<file path="config.mk">
export PLATFORM = sky130hd
export DESIGN_NAME = fbw_sched
export DESIGN_NICKNAME = d
export VERILOG_FILES = /design/src/rtl/fbws_pkg.sv /design/src/rtl/fbws_fifo.sv /design/src/rtl/fbws_ctrl.sv /design/src/rtl/fbws_port_mux.sv /design/src/rtl/fbw_sched.sv
export SDC_FILE = /design/constraint.sdc
export NUM_CORES = 1
export LEC_CHECK = 0
export BUFFER_PORTS_ARGS = -buffer_cell sky130_fd_sc_hd__buf_2
export CAP_MARGIN = 20
export CELL_PAD_IN_SITES_DETAIL_PLACEMENT = 1
export CELL_PAD_IN_SITES_GLOBAL_PLACEMENT = 1
export CORE_MARGIN = 2
export CORE_UTILIZATION = 30
export CTS_CLUSTER_DIAMETER = 80
export CTS_CLUSTER_SIZE = 30
export DETAILED_ROUTE_END_ITERATION = 16
export HOLD_SLACK_MARGIN = 0.08
export PLACE_DENSITY_LB_ADDON = 0.3
export SKIP_CTS_REPAIR_TIMING = 1
export SYNTH_ARGS = -nofsm -noshare
export SYNTH_HDL_FRONTEND = slang
export SYNTH_HIERARCHICAL = 1
export SYNTH_SLANG_ARGS = --single-unit
</file>
<file path="constraint.sdc">
create_clock -name clk -period 7.7 [get_ports clk]
set_clock_uncertainty 0.05 [all_clocks]
set_input_delay 1.54 -clock clk [delete_from_list [all_inputs] [get_ports clk]]
set_output_delay 1.54 -clock clk [all_outputs]
set_load 0.05 [all_outputs]
</file>
<file path="src/rtl/fbws_pkg.sv">
package fbws_pkg;

    typedef enum logic [1:0] {
        ST_HOLD  = 2'd0,
        ST_WIN   = 2'd1,
        ST_IL_RD = 2'd2,
        ST_IL_WR = 2'd3
    } fbws_state_e;

endpackage

</file>
<file path="src/rtl/fbws_fifo.sv">
module fbws_fifo #(
    parameter int W     = 8,
    parameter int DEPTH = 16
) (
    input  logic         clk,
    input  logic         rst_n,
    input  logic         push,
    input  logic         pop,
    input  logic [W-1:0] din,
    output logic [W-1:0] dout,
    output logic         empty,
    output logic         full
);
    localparam int PW = (DEPTH > 1) ? $clog2(DEPTH) : 1;
    localparam int CW = $clog2(DEPTH + 1);

    logic [W-1:0]  store [DEPTH];
    logic [PW-1:0] wr_ptr;
    logic [PW-1:0] rd_ptr;
    logic [CW-1:0] cnt;
    logic [CW-1:0] cnt_nxt;
    logic          do_push;
    logic          do_pop;

    assign do_push = push && !full;
    assign do_pop  = pop && !empty;

    function automatic logic [PW-1:0] bump(input logic [PW-1:0] p);
        return (p == PW'(DEPTH - 1)) ? '0 : p + 1'b1;
    endfunction

    always_comb begin
        cnt_nxt = cnt;
        if (do_push && !do_pop) begin
            cnt_nxt = cnt + 1'b1;
        end else if (!do_push && do_pop) begin
            cnt_nxt = cnt - 1'b1;
        end
    end

    always_ff @(posedge clk) begin
        if (!rst_n) begin
            wr_ptr <= '0;
            rd_ptr <= '0;
            cnt    <= '0;
            empty  <= 1'b1;
            full   <= 1'b0;
        end else begin
            if (do_push) begin
                wr_ptr <= bump(wr_ptr);
            end
            if (do_pop) begin
                rd_ptr <= bump(rd_ptr);
            end
            cnt   <= cnt_nxt;
            empty <= (cnt_nxt == '0);
            full  <= (cnt_nxt == CW'(DEPTH));
        end
    end

    always_ff @(posedge clk) begin
        if (do_push) begin
            store[wr_ptr] <= din;
        end
    end

    assign dout = store[rd_ptr];

endmodule

</file>
<file path="src/rtl/fbws_ctrl.sv">
module fbws_ctrl
    import fbws_pkg::*;
(
    input  logic        clk,
    input  logic        rst_n,
    input  logic        mode_il,
    input  logic        disp_active,
    input  logic        q_empty,
    output logic        wr_en,
    output logic        fetch_slot,
    output fbws_state_e state
);
    fbws_state_e state_nxt;

    always_comb begin
        state_nxt = state;
        unique case (state)
            ST_HOLD: begin
                if (mode_il) begin
                    state_nxt = ST_IL_RD;
                end else if (!disp_active) begin
                    state_nxt = ST_WIN;
                end
            end
            ST_WIN: begin
                if (mode_il) begin
                    state_nxt = ST_IL_RD;
                end else if (disp_active) begin
                    state_nxt = ST_HOLD;
                end
            end
            ST_IL_RD: state_nxt = mode_il ? ST_IL_WR : ST_HOLD;
            ST_IL_WR: state_nxt = mode_il ? ST_IL_RD : ST_HOLD;
            default:  state_nxt = ST_HOLD;
        endcase
    end

    always_ff @(posedge clk) begin
        if (!rst_n) begin
            state <= ST_HOLD;
        end else begin
            state <= state_nxt;
        end
    end

    always_comb begin
        wr_en      = 1'b0;
        fetch_slot = 1'b1;
        unique case (state)
            ST_HOLD: begin
                wr_en      = 1'b0;
                fetch_slot = 1'b1;
            end
            ST_WIN: begin
                wr_en      = !q_empty && !disp_active && !mode_il;
                fetch_slot = !wr_en;
            end
            ST_IL_RD: begin
                wr_en      = 1'b0;
                fetch_slot = 1'b1;
            end
            ST_IL_WR: begin
                wr_en      = !q_empty && mode_il;
                fetch_slot = 1'b0;
            end
            default: begin
                wr_en      = 1'b0;
                fetch_slot = 1'b1;
            end
        endcase
    end

endmodule

</file>
<file path="src/rtl/fbws_port_mux.sv">
module fbws_port_mux #(
    parameter int AW = 16,
    parameter int DW = 8
) (
    input  logic          sel_wr,
    input  logic [AW-1:0] head_addr,
    input  logic [DW-1:0] head_data,
    input  logic [AW-1:0] disp_addr,
    output logic [AW-1:0] ram_addr,
    output logic [DW-1:0] ram_wdata
);
    assign ram_addr  = sel_wr ? head_addr : disp_addr;
    assign ram_wdata = head_data;
endmodule

</file>
<file path="src/rtl/fbw_sched.sv">
module fbw_sched
    import fbws_pkg::*;
#(
    parameter int AW    = 16,
    parameter int DW    = 8,
    parameter int DEPTH = 16
) (
    input  logic          clk,
    input  logic          rst_n,
    input  logic          mode_il,
    input  logic          disp_active,
    input  logic [AW-1:0] disp_raddr,
    input  logic          push_valid,
    input  logic [AW-1:0] push_addr,
    input  logic [DW-1:0] push_data,
    output logic          q_full,
    output logic          q_empty,
    output logic          ovf_flag,
    output logic [AW-1:0] ram_addr,
    output logic [DW-1:0] ram_wdata,
    output logic          ram_we,
    output logic          fetch_slot
);
    logic          push_ok;
    logic          a_empty;
    logic          a_full;
    logic          d_empty;
    logic          d_full;
    logic [AW-1:0] head_addr;
    logic [DW-1:0] head_data;
    fbws_state_e   state;

    assign push_ok = push_valid && !q_full;
    assign q_full  = a_full;
    assign q_empty = a_empty;

    fbws_fifo #(.W(AW), .DEPTH(DEPTH)) u_afifo (
        .clk   (clk),
        .rst_n (rst_n),
        .push  (push_ok),
        .pop   (ram_we),
        .din   (push_addr),
        .dout  (head_addr),
        .empty (a_empty),
        .full  (a_full)
    );

    fbws_fifo #(.W(DW), .DEPTH(DEPTH)) u_dfifo (
        .clk   (clk),
        .rst_n (rst_n),
        .push  (push_ok),
        .pop   (ram_we),
        .din   (push_data),
        .dout  (head_data),
        .empty (d_empty),
        .full  (d_full)
    );

    fbws_ctrl u_ctrl (
        .clk         (clk),
        .rst_n       (rst_n),
        .mode_il     (mode_il),
        .disp_active (disp_active),
        .q_empty     (q_empty),
        .wr_en       (ram_we),
        .fetch_slot  (fetch_slot),
        .state       (state)
    );

    fbws_port_mux #(.AW(AW), .DW(DW)) u_mux (
        .sel_wr    (ram_we),
        .head_addr (head_addr),
        .head_data (head_data),
        .disp_addr (disp_raddr),
        .ram_addr  (ram_addr),
        .ram_wdata (ram_wdata)
    );

    always_ff @(posedge clk) begin
        if (!rst_n) begin
            ovf_flag <= 1'b0;
        end else if (push_valid && q_full) begin
            ovf_flag <= 1'b1;
        end
    end

endmodule

</file>
# Word-level counts from Yosys, hierarchy flattened
# Memory sizes are Yosys's and may differ from the RTL's. A register that Yosys moved wholly into a read port is not among the register bits.
# Cells that the tools add are included.
[word_totals]
ff_bits = 33
ramBits = 384
in_bits = 45
output_inout_bits = 29
wordCells = 88
n_memories = 2
[memory_table]
columns = ["memory", "depth", "word_bits", "rd", "rd_clocked_by_memory_dff", "write_ports", "line_no", "source"]
rows = [
  ["u_afifo.store", 16, 16, 1, 1, 1, "fbws_fifo.sv:17", "logic [W-1:0] store [DEPTH];"],
  ["u_dfifo.store", 16, 8, 1, 1, 1, "fbws_fifo.sv:17", ""],
]
[classes]
add_sub_neg = 8
n_eq_ne = 11
muxes = 26
reduce_logical = 29
[op_table]
columns = ["operator", "count"]
rows = [
  ["2-to-1 mux 4 bit", 8],
  ["2-to-1 mux 5 bit", 4],
  ["adder 4 x 1 -> 4 bit, second input constant", 4],
  ["== test 4 bit, second input constant", 4],
  ["2-to-1 mux 16 bit", 1],
  ["logical AND 1 bit", 13],
  ["2-to-1 mux 2 bit", 6],
  ["zero test 1 bit", 11],
  ["adder 5 x 1 -> 5 bit, second input constant", 2],
  ["== test 5 bit, second input constant", 2],
  ["zero test 5 bit", 2],
  ["subtractor 5 x 1 -> 5 bit, second input constant", 2],
  ["case mux 2 bit (4 select lines)", 1],
  ["inequality test 3 bit, second input constant", 2],
  ["case mux 1 bit (3 select lines)", 2],
  ["== test 2 bit, second input constant", 2],
  ["2-to-1 mux 1 bit", 4],
  ["== test 2 x 1 -> 1 bit, second input constant", 1],
  ["zero test 2 bit", 1],
  ["AND reduction 2 bit", 1],
  ["OR reduction 2 bit", 1],
]

# Longest topological paths before layout
[depth]
word_depth = 9
ltp_mapped = 8

# Cells and area by module
# Netlist, hierarchy kept.
[modules_own_cells]
columns = ["mod", "instances", "cells_per_inst", "area_per_inst_um2"]
rows = [
  ["fbws_fifo at u_afifo", 1, 474, 10765.3],
  ["fbws_fifo at u_dfifo", 1, 299, 5960.7],
  ["fbws_port_mux", 1, 26, 309.0],
  ["fbws_ctrl", 1, 11, 105.1],
  ["fbw_sched", 1, 4, 40.0],
]

# Worst setup path after synthesis
# No wires, ideal clock.
[synth_timing]
path_kind = "in2out"
startpoint = "input port disp_active"
endpoint = "output port ram_addr[10]"
arrival_ns = 3.263
slack_ns = 2.847
path_stages = 5
path_cell_list = "or3_4 > a21oi_2 > buf_6 > buf_12 > mux2_4"
[synth_between]
elab_chain_cells = 5
[synth_rtl]
columns = ["item", "line_no", "source"]
rows = [
  ["start, declared", "fbw_sched.sv:11", "input logic disp_active,"],
  ["zero test 1 bit", "fbws_ctrl.sv:55", "wr_en = !q_empty && !disp_active && !mode_il;"],
  ["logical AND 1 bit (2 in a row)", "fbws_ctrl.sv:55", ""],
  ["case mux 1 bit (3 select lines)", "fbws_ctrl.sv:49", "unique case (state)"],
  ["named net ram_we", "fbw_sched.sv:21", "output logic ram_we,"],
  ["2-to-1 mux 16 bit", "fbws_port_mux.sv:12", "assign ram_addr = sel_wr ? head_addr : disp_addr;"],
  ["end, declared", "fbw_sched.sv:19", "output logic [AW-1:0] ram_addr,"],
]
# The timed path passes the listed nets, and every way through them passes these cells.

==> impl_metrics.ini <==
[global_route]
gr-total-overflow = 0
grt_pass1_wl_microns = 55400
grt_pass1_vias = 8390
grt_use_total_pct = 12.3
antenna_found_initial = 1
grt_max_degree = 38

[flow_run]
cap_violations = 0

[synth]
synthSimpleGateAreaFrac_pct = 4.41
avgSynthCellArea_sq_um = 21.1
post_synth_xor_area_fraction_pct = 0.510
synth_edf_count = 384
syn_inst = 814
synth_top_area_cell = edfxtp_1
synth-seq-cells = 425
synthAdderAreaFrac_pct = 1.02
async_flop_share_pct = 0
synth_flop_cell = edfxtp_1
ys_top_cells_by_area = edfxtp_1 67%, mux4_2 8.5%, mux4_1 8.4%
syn_nets = 873
synth_area_sq_um = 17200
synth_top_cell_area_share_pct = 67.1
ys_seq_area_share_pct = 71.9
synthMuxAreaShare_pct = 18.2
synth_cell_type_count = 52
ys_warn_count = 6
synth_top_family_by_area = multiplexers
synth_compound_area_share_pct = 1.67

[setup_path]
reg2reg_depth = 8
end_kind = output port
r2r_start = u_ctrl/state[1]
crit_arrival_ns = 3.68
slowest_delay_ns = 0.80
critPathMaxFanout = 36
cp.required_ns = 6.11
reg2reg_to = u_dfifo/full
setup.worst_path.class = reg2out
cpMaxStageDelayCell = dfxtp_4
crit_chain = buf_4 -> mux4_1 -> mux4_2 -> mux2_2 -> buf_2
reg2reg_setup_slack_ns = 4.78
startpoint_type = flip-flop

[drt]
vias = 7850
totalWireLength_microns = 36400
via_per_inst = 4.71
drt_first_pass_iters = 4
antenna_left = 0
drc = 0
drtIter0Drc = 482
wl_per_cell_microns = 21.8

[floorplanning]
fp.dieW_microns = 243
start_util_pct = 30.4
rows = 87
die-area_sq_um = 59200
io_pins = 74
coreArea_sq_um = 56500
die_h_microns = 243

[pwr]
powerDensity_nw_per_um2 = 222
power.share.combinational_pct = 4.7
vdd_drop_max_v = 0.000115
p_sw_share_pct = 23.4
pwr-share-clk_pct = 35.6
p_seq_share_pct = 59.7
p_leak_nw = 6.05
p_sw_mw = 1.00
p_int_mw = 3.28

[layout]
mostFrequentLayoutCell = edfxtp_1
drive_gt1_share_pct = 25.1
post-route-util_pct = 34.2
final_cell_mix = 384 x edfxtp_1, 73 x buf_2, 65 x mux4_2, 55 x mux4_1, 44 x and2_1
diodes = 0
area_growth_pct = 12.3
fillers = 5571
nNetsFinal = 951

[hold_path]
hp-start = ovf_flag
hold-path-endpoint = ovf_flag
hold_depth = 2
hp-class = reg2reg

[placed_design]
place.gp.congestion = 0.700
port_buffers = 73
post-dp-hpwl_microns = 22300

[timing]
max_freq_mhz = 190
period_needed_ns = 5.27
drv_slew = 0
hold_ws_ns = 0.456
finalSetupViolations = 0
tns_ns = 0
grt_setup_unrepaired = false
relSlewSlack_pct = 47.4
worst_pin_slew_ns = 0.789
fin_crit_sh_pct = 68.4
hold_viol_final = 0

[run_status]
status = completed

[clocking]
clkLatencyLatePin_ns = 0.57
cts_root_buf = clkbuf_16
clk_pin_slew_ns = 0.11
cts_tree = built
cts-htree-levels = 1
cts_made_buffers = 24
cts_sinks = 425
clk_path_buf_depth = 3
==> flip-flops by register name, indices dropped and copies added, names as in the netlist, named ones only <==
register	cells
u_dfifo/full	1
u_afifo/wr_ptr	4
u_ctrl/state	2
u_afifo/empty	1
u_dfifo/empty	1
u_dfifo/store	128
u_afifo/cnt	5
u_afifo/store	256
u_dfifo/wr_ptr	4
ovf_flag	1
u_dfifo/cnt	5
u_afifo/full	1
u_afifo/rd_ptr	4
u_dfifo/rd_ptr	4
==> final cells by class <==
type	instances	area, sq um	share of cell area, %
multi-input cells	333	4440	23.0
well taps	756	946	4.90
flip-flops and latches	425	12400	64.0
clock buffers	30	644	3.34
clock inverters	14	241	1.25
inverters	12	45.0	0.233
repair buffers	96	621	3.22
==> Yosys cell counts, types with 3 or more instances <==
cell type and number:
nand2b_1 5, nand2_1 23, edfxtp_1 384, nor3_1 8, buf_12 4, a21oi_1 7, and3_1 7, a21boi_0 6
mux4_1 55, nand3_1 8, nand4_1 3, clkbuf_1 10, buf_4 9, and2_1 44, buf_1 9, nor3b_1 3
mux2_4 10, inv_1 12, o211ai_1 4, buf_6 8, xnor2_1 10, mux4_2 65, nor2b_1 6, dfxtp_1 41
ha_1 14, nor2_1 11, mux2_2 6, o21ai_0 8
==> stage by stage <==
stage	cell area (sq um)	instances	power (mW)	setup slack, ns
global placement	18300	1616	2.81	2.85
global route	19300	1666	4.45	2.21
CTS	19300	1666	4.35	2.33
detailed placement	18400	1622	2.82	2.84
floorplan	17200	814	2.73	2.85
finish	19300	1666	4.28	2.43
==> worst max-delay path by stage <==
stage	startpoint	cells after the start	endpoint	slack [ns]
after CTS	flip-flop	5	ram_addr[4]	2.33
after global routing	flip-flop	5	ram_addr[4]	2.21
after global placement	disp_active	6	ram_addr[2]	2.85
final	flip-flop	5	ram_addr[2]	2.43
after floorplan	disp_active	5	ram_addr[10]	2.85
after detailed placement	disp_active	6	ram_addr[2]	2.84
==> power groups by stage <==
stage / clock network (mW) / logic, mW / registers [mW]
3_3_place_gp: 0 / 0.198 / 2.61
5_1_grt: 1.66 / 0.219 / 2.56
3_5_place_dp: 0 / 0.204 / 2.61
6_report: 1.53 / 0.199 / 2.56
2_1_floorplan: 0 / 0.125 / 2.61
4_1_cts: 1.59 / 0.205 / 2.56
==> layer usage <==
layer	up-vias	share of wire, %	wire (microns)	track usage, %
met3	34	3.2	1170	1.51
met1	4217	44	16100	16.8
met5	-	0	0	0
met4	0	1.2	433	2.38
met2	93	51	18700	21.2
li1	3506	-	-	-
==> worst max-delay path, delay by kind of cell (launching register included) <==
family	cells	cell delay [ns]
flops	1	0.80
mux	3	1.46
buf+inv	2	0.82
==> kinds of logic after synthesis <==
logic type,after synthesis
AND/OR/NAND/NOR,131
buffers and inverters,56
multiplexers,136
AO/OA/AOI/OAI,42
XOR/XNOR,10
flip-flops,425
adder cells (fa/ha/maj),14
Note: power is estimated with default switching activity, not from simulation.
